`src/rtl/mesi_snoop_ctrl.sv`:
```
module mesi_snoop_ctrl #(
  parameter int LINES  = 4,
  parameter int ADDR_W = 8
) (
  input  logic                 clk,
  input  logic                 rst_n,
  input  logic                 req_valid,
  input  logic                 req_write,
  input  logic [ADDR_W-1:0]    req_addr,
  output logic                 busy,
  output logic                 core_done,
  output logic                 bus_req,
  output logic [1:0]           bus_cmd,
  output logic [ADDR_W-1:0]    bus_addr,
  input  logic                 bus_gnt,
  input  logic                 bus_shared,
  input  logic                 snp_valid,
  input  logic [1:0]           snp_cmd,
  input  logic [ADDR_W-1:0]    snp_addr,
  output logic                 snp_shared,
  output logic                 snp_supply,
  output logic [2*LINES-1:0]   line_state
);
  localparam int IDX_W = (LINES > 1) ? $clog2(LINES) : 1;
  localparam int TAG_W = ADDR_W - IDX_W;

  localparam logic [1:0] LS_I = 2'd0, LS_S = 2'd1, LS_E = 2'd2, LS_M = 2'd3;
  localparam logic [1:0] BC_RD = 2'd0, BC_RFO = 2'd1, BC_INV = 2'd2, BC_WB = 2'd3;

  logic [1:0]       st  [LINES];
  logic [TAG_W-1:0] tag [LINES];

  logic              pend, p_wr, done_q;
  logic [ADDR_W-1:0] p_addr;

  wire [IDX_W-1:0] l_idx = req_addr[IDX_W-1:0];
  wire [TAG_W-1:0] l_tag = req_addr[ADDR_W-1:IDX_W];
  wire [1:0]       l_st  = st[l_idx];
  wire             l_hit = (l_st != LS_I) && (tag[l_idx] == l_tag);

  wire [IDX_W-1:0] p_idx = p_addr[IDX_W-1:0];
  wire [TAG_W-1:0] p_tag = p_addr[ADDR_W-1:IDX_W];
  wire [1:0]       p_st  = st[p_idx];
  wire             p_hit = (p_st != LS_I) && (tag[p_idx] == p_tag);
  wire             need_wb = (p_st == LS_M) && !p_hit;

  wire [IDX_W-1:0] s_idx = snp_addr[IDX_W-1:0];
  wire [TAG_W-1:0] s_tag = snp_addr[ADDR_W-1:IDX_W];
  wire [1:0]       s_st  = st[s_idx];
  wire             s_hit = snp_valid && (s_st != LS_I) && (tag[s_idx] == s_tag);

  wire accept = req_valid && !pend && !snp_valid;

  assign busy       = pend || snp_valid;
  assign core_done  = done_q;
  assign bus_req    = pend;
  assign bus_cmd    = need_wb ? BC_WB :
                      p_wr    ? ((p_hit && p_st == LS_S) ? BC_INV : BC_RFO) :
                                BC_RD;
  assign bus_addr   = need_wb ? {tag[p_idx], p_idx} : p_addr;
  assign snp_shared = s_hit && (snp_cmd == BC_RD);
  assign snp_supply = snp_shared && (s_st == LS_M);

  for (genvar g = 0; g < LINES; g++) begin : g_state
    assign line_state[2*g +: 2] = st[g];
  end

  always_ff @(posedge clk) begin
    if (!rst_n) begin
      for (int i = 0; i < LINES; i++) begin
        st[i]  <= LS_I;
        tag[i] <= '0;
      end
      pend   <= 1'b0;
      p_wr   <= 1'b0;
      p_addr <= '0;
      done_q <= 1'b0;
    end else begin
      done_q <= 1'b0;
      if (pend && bus_gnt) begin
        case (bus_cmd)
          BC_WB:  st[p_idx] <= LS_I;
          BC_RD: begin
            st[p_idx]  <= bus_shared ? LS_S : LS_E;
            tag[p_idx] <= p_tag;
            pend       <= 1'b0;
            done_q     <= 1'b1;
          end
          default: begin
            st[p_idx]  <= LS_M;
            tag[p_idx] <= p_tag;
            pend       <= 1'b0;
            done_q     <= 1'b1;
          end
        endcase
      end else begin
        if (s_hit) begin
          case (snp_cmd)
            BC_RD:          st[s_idx] <= LS_S;
            BC_RFO, BC_INV: st[s_idx] <= LS_I;
            default:        ;
          endcase
        end
        if (accept) begin
          if (l_hit && !req_write) begin
            done_q <= 1'b1;
          end else if (l_hit && (l_st == LS_E || l_st == LS_M)) begin
            st[l_idx] <= LS_M;
            done_q    <= 1'b1;
          end else begin
            pend   <= 1'b1;
            p_wr   <= req_write;
            p_addr <= req_addr;
            if (!l_hit && (l_st == LS_S || l_st == LS_E))
              st[l_idx] <= LS_I;
          end
        end
      end
    end
  end
endmodule

```
`config.mk`:
```
export PLATFORM = sky130hd
export DESIGN_NAME = mesi_snoop_ctrl
export DESIGN_NICKNAME = d
export VERILOG_FILES = /design/src/rtl/mesi_snoop_ctrl.sv
export SDC_FILE = /design/constraint.sdc
export NUM_CORES = 1
export LEC_CHECK = 0
export ABC_AREA = 1
export BUFFER_PORTS_ARGS = -buffer_cell sky130_fd_sc_hd__buf_2
export CAP_MARGIN = 20
export CORE_MARGIN = 3
export CORE_UTILIZATION = 39
export DETAILED_ROUTE_END_ITERATION = 12
export GPL_TIMING_DRIVEN = 1
export PLACE_DENSITY_LB_ADDON = 0.25
export SYNTH_ARGS = -nofsm -noshare
export SYNTH_HDL_FRONTEND = slang
export SYNTH_SLANG_ARGS = --single-unit
```
`constraint.sdc`:
```
create_clock -name clk -period 2.9 [get_ports clk]
set_clock_uncertainty 0.2 [all_clocks]
set_input_delay 0 -clock clk [delete_from_list [all_inputs] [get_ports clk]]
set_output_delay 0 -clock clk [all_outputs]
set_load 0.03 [all_outputs]
```
Word-level counts from Yosys, hierarchy flattened. Memories as Yosys holds them, arrays and structs flattened. A register that Yosys moved wholly into a read port is not among the register bits. Cells that the tools add are included. W data, S select, Z words.

Bitwise logic cells: 8. Muxes and demuxes: 71. Equal/unequal tests: 15. Reduce and logical (&&, ||, !) cells: 36.

Operators with widths (number): $mux W1 (49); $mux W2 (19); $eq A6 B6 Y1 (3); $logic_and A1 B1 Y1 (14); $eq A2 B2 Y1 const B (6); $mux W6 (2); $reduce_or A2 Y1 (5); $mux W8 (1); $reduce_and A4 Y1 (2); $reduce_bool A2 Y1 (4); $eq A2 B1 Y1 const B (3); $ne A2 B2 Y1 const B (3); $reduce_or A6 Y1 (1); $logic_not A1 Y1 (5); $or A1 B1 Y1 (5); $logic_not A2 Y1 (2); $logic_or A1 B1 Y1 (3); $not A1 Y1 (3).

Logic and storage cells: 136. Bits in registers: 11. Output and inout port bits: 23. Memories: 2. Bits in writable memories: 32.

Memory list: tag (depth 4, bits a word 6, rd ports 3, clocked after Yosys merged registers in 1, write ports 4, line 31) `logic [TAG_W-1:0] tag [LINES];`; st (depth 4, bits a word 2, rd ports 7, clocked after Yosys merged registers in 1, write ports 4, line 30) `logic [1:0] st [LINES];`.

Logic depth before layout (Yosys ltp).
Depth after elaboration: 17. Gate-level depth with buffers: 20. Gate-level depth less buffers: 18.

Worst setup path before layout. Ideal clock, no wire load.

Path kind: flip-flop to flip-flop. From: mem st[1][1]. To: mem st[3][0] (enable). Stages on the path, launching flop included: 18. Path slack: 0.321 ns. Data arrival time: 2.071 ns. Required time: 2.391 ns. Period minus slack after synthesis: 2.579 ns. Cells stage by stage: edfxtp_1 nand2_1 a32oi_1 inv_1 ha_1 inv_1 nand2_1 inv_1 nand2_2 nor2_4 nand2_2 nand2_4 nand2_4 nor2_4 nand2_2 nand2_2 nand2_1 nor2_1.

RTL lines (line): start, declared (30).

==> impl_results.rst <==
.. list-table::
   :header-rows: 1

   * - Metric
     - Value
   * - Result of the run
     - completed
   * - Area of the placeable core
     - 8720 sq um
   * - First-pass GRT wire length
     - 15900 um
   * - Library cell with the largest summed area after synthesis
     - sky130_fd_sc_hd__edfxtp_1
   * - DRC violation count after routing
     - 0
   * - Nets@finish
     - 607
   * - Aggregate global-route resource usage
     - 19.9%
   * - Total Wirelength
     - 9920 um
   * - Ordered cell list for the critical path
     - a21oi_1 -> a32oi_2 -> inv_1 -> ha_1 -> inv_1 -> nand2_1 -> inv_1 -> nand2_2 -> nor2_4 -> nand2_2 -> nor2_2 -> nor2_2 -> nand2_4 -> o21ai_1 -> dlygate4sd3_1 -> nor2_1
   * - Number of hold-slack violations in the final timing report
     - 0
   * - Register bit count reported by yosys
     - 45
   * - Element type at the critical path start
     - flip-flop
   * - Relative slew slack
     - 62.1%
   * - Clock network fraction of design power
     - 23.8%
   * - Vias per cell
     - 5.08
   * - Req. time, crit path
     - 2.91 ns
   * - Fin crit share
     - 95.3%
   * - Placed Instances
     - 653
   * - Die footprint
     - 10200 sq um
   * - Count of warnings emitted by yosys
     - 0
   * - Wire length per cell
     - 14.4 um
   * - Initial core utilization
     - 40.3%
   * - TritonRoute pass-1 iters
     - 5
   * - Number of distinct library cells after synthesis
     - 38
   * - P_int
     - 1.05 mW
   * - Final Setup Violations
     - 0
   * - Placed cell areas
     - 3800 sq um
   * - Max-slew violations
     - 0
   * - Initial detailed-routing violation count
     - 292
   * - Leakage power
     - 1.90 nW
   * - Seq/Total Area, Yosys
     - 34.7%
   * - Root cell of the clock tree
     - sky130_fd_sc_hd__clkbuf_8
   * - Maximum clock frequency
     - 362 MHz
   * - TritonCTS buffer count
     - 5
   * - Worst Path Class, Setup
     - reg -> reg
   * - Finished Cell Area
     - 4150 sq um
   * - Number of buffers on the longest clock path
     - 2
   * - Pre-CTS setup slack
     - 0.340 ns
   * - Post-route setup slack
     - 0.137 ns
   * - Pwr per Cell Area
     - 392 nW/um^2
   * - Worst-path cell with the longest stage delay
     - sky130_fd_sc_hd__dlygate4sd3_1
   * - Crit-path leading delay family
     - buffers and inverters
   * - Weighted congestion reported at the end of routability-driven placement
     - 0.912
   * - Depth of the CTS H-tree
     - 2
   * - Clock-pin slew reported for the worst setup and hold paths after clock tree synthesis
     - 0.09 ns
   * - Largest net degree at the start of global routing
     - 18
   * - Global-route congestion overflow total
     - 0
   * - Combinational group share of total power
     - 29.4%
   * - Register share of total power
     - 46.8%
   * - Dpl hpwl
     - 7770 um
   * - Fraction of layout cells with a size suffix above 1
     - 23.5%
   * - Height of the die
     - 101 um
   * - Antenna-violating nets left
     - 0
   * - Post-synth net total
     - 535
   * - Worst setup EP type
     - flip-flop
   * - Crit-path max cell delay
     - 0.57 ns
   * - IO buf count
     - 47
   * - Number of antenna violations at the first check in global routing
     - 0
   * - Inserted Diodes
     - 0
   * - Non-filler instance count after layout
     - 687
   * - Slew @ Worst Pin
     - 0.566 ns
   * - Die X-Extent
     - 101 um
   * - Synthesized area per cell
     - 6.95 sq um
   * - Net switching component of the power
     - 0.570 mW
   * - Routed via count
     - 3492
   * - Cell types with the largest area share after synthesis
     - sky130_fd_sc_hd__edfxtp_1, sky130_fd_sc_hd__nand2_1, sky130_fd_sc_hd__nand3_1
   * - Min Tclk post-route
     - 2.76 ns
   * - CP most frequent cell
     - sky130_fd_sc_hd__inv_1
   * - Layout area overhead
     - 18.0%
   * - Cell area after synthesis
     - 3510 sq um
   * - Top-area cell type share of the netlist area
     - 27.3%
   * - CTS tree
     - done
   * - Number of max-cap violations
     - 0
   * - Synthesized instance count
     - 506
   * - Number of buffer and inverter instances along the worst setup path
     - 4
   * - Worst min-delay path category
     - in -> reg
   * - Top-level I/O count
     - 48
   * - Clk_lat worst skew
     - 0.30 ns
   * - Peak supply drop
     - 0.206 mV
   * - Maximum net fanout on the critical path
     - 6
   * - Core Rows
     - 34
   * - Proportion of total power due to net switching
     - 35.1%
   * - CTS sink count
     - 45
   * - Vias in the first global route
     - 3177
   * - Data arrival, critical path
     - 2.77 ns
-- metrics by stage --
step | hold slack (ns) | utilization (%) | TNS [ns] | power [mW]
4_1_cts | 0.00469 | 46.6 | 0 | 1.61
2_1_floorplan | -0.0615 | - | 0 | 1.10
5_1_grt | 0.0596 | 47.6 | -0.00900 | 1.72
6_report | 0.00336 | 47.6 | 0 | 1.62
3_5_place_dp | 0.103 | 43.6 | 0 | 1.21
3_3_place_gp | 0.0942 | 43.6 | 0 | 1.21
-- cells in the mapped netlist (all sizes together) --
master and instances:
nand3 67, dfxtp 13, nor2 78, or2 1
buf 18, a21oi 6, inv 50, o2111ai 3
nand2 198, nand3b 4, a32oi 2, clkinv 1
nor3b 2, o211ai 1, xor2 2, ha 4
nor3 2, nand4 1, edfxtp 32, o21ai 21
-- routing by layer --
layer,track usage [%],vias up,wire length (um)
li1,-,1761,-
met1,29.7,1572,4620
met3,3.04,15,884
met2,30.4,144,4290
met5,0,-,0
met4,4.50,0,131
-- cells in the final DEF, fill, tap and decap left out, types with 6 or more instances in the layout --
master                            n
sky130_fd_sc_hd__buf_2           47
sky130_fd_sc_hd__buf_4           16
sky130_fd_sc_hd__dfxtp_1         13
sky130_fd_sc_hd__dlygate4sd3_1   18
sky130_fd_sc_hd__edfxtp_1        32
sky130_fd_sc_hd__inv_1           42
sky130_fd_sc_hd__nand2_1        179
sky130_fd_sc_hd__nand2_2         13
sky130_fd_sc_hd__nand2_4          6
sky130_fd_sc_hd__nand3_1         56
sky130_fd_sc_hd__nand3_2         11
sky130_fd_sc_hd__nor2_1          59
sky130_fd_sc_hd__nor2_2          16
sky130_fd_sc_hd__o21ai_0         11
sky130_fd_sc_hd__o21ai_1         10
-- logic make-up (layout without fill, tap and decap cells) --
logic type      Yosys count  after routing  share of synthesized area, %
compound gates           33             33                          5.41
xor+xnor                  2              2                         0.498
simple gates            353            354                          47.2
fa+ha+maj                 4              4                          1.42
buf+inv                  69            141                          10.8
flops                    45             45                          34.7
-- worst paths after layout --
kind              slack [ns]  cells past startpoint        end       from
hold reg to reg         0.30                      2  p_addr[4]  p_addr[4]
setup reg to reg        0.14                     16  p_addr[7]   st[3][1]
hold / removal         0.003                      5  core_done  req_valid
setup / recovery        0.14                     16  p_addr[7]   st[3][1]
-- tightest hold or removal path, stage by stage --
cell	delay, ns
sky130_fd_sc_hd__buf_2	0.10
sky130_fd_sc_hd__nand3_1	0.09
sky130_fd_sc_hd__nor2_1	0.06
sky130_fd_sc_hd__inv_1	0.09
sky130_fd_sc_hd__o21ai_0	0.11
-- power groups by stage --
stage,registers [mW],clock network [mW],logic [mW]
CTS,0.759,0.392,0.460
floorplan,0.778,0,0.321
detailed placement,0.774,0,0.437
global placement,0.773,0,0.434
finish,0.760,0.387,0.477
global route,0.764,0.416,0.536
-- registers in the layout, indices dropped and copies added (netlist names), named ones only --
name	count
core_done	1
p_addr	8
st	8
p_wr	1
tag	24
bus_req	1
-- area by class of cell --
type	count	area, sq um
Sequential cell	45	1220
Clock inverter	2	10.0
Inverter	51	206
Multi-Input combinational cell	393	1950
Tap cell	108	135
Clock buffer	6	72.6
Fill cell	891	4570
Timing Repair Buffer	82	556
-- what timing repair did --
item	4_1_cts	5_1_grt
endpoints found under the hold margin	17	0
hold buffers	18	0
gates resized for setup	0	5
endpoints found under the setup margin	0	8
buffers inserted	0	7
Power figures use the tool's default switching activity.
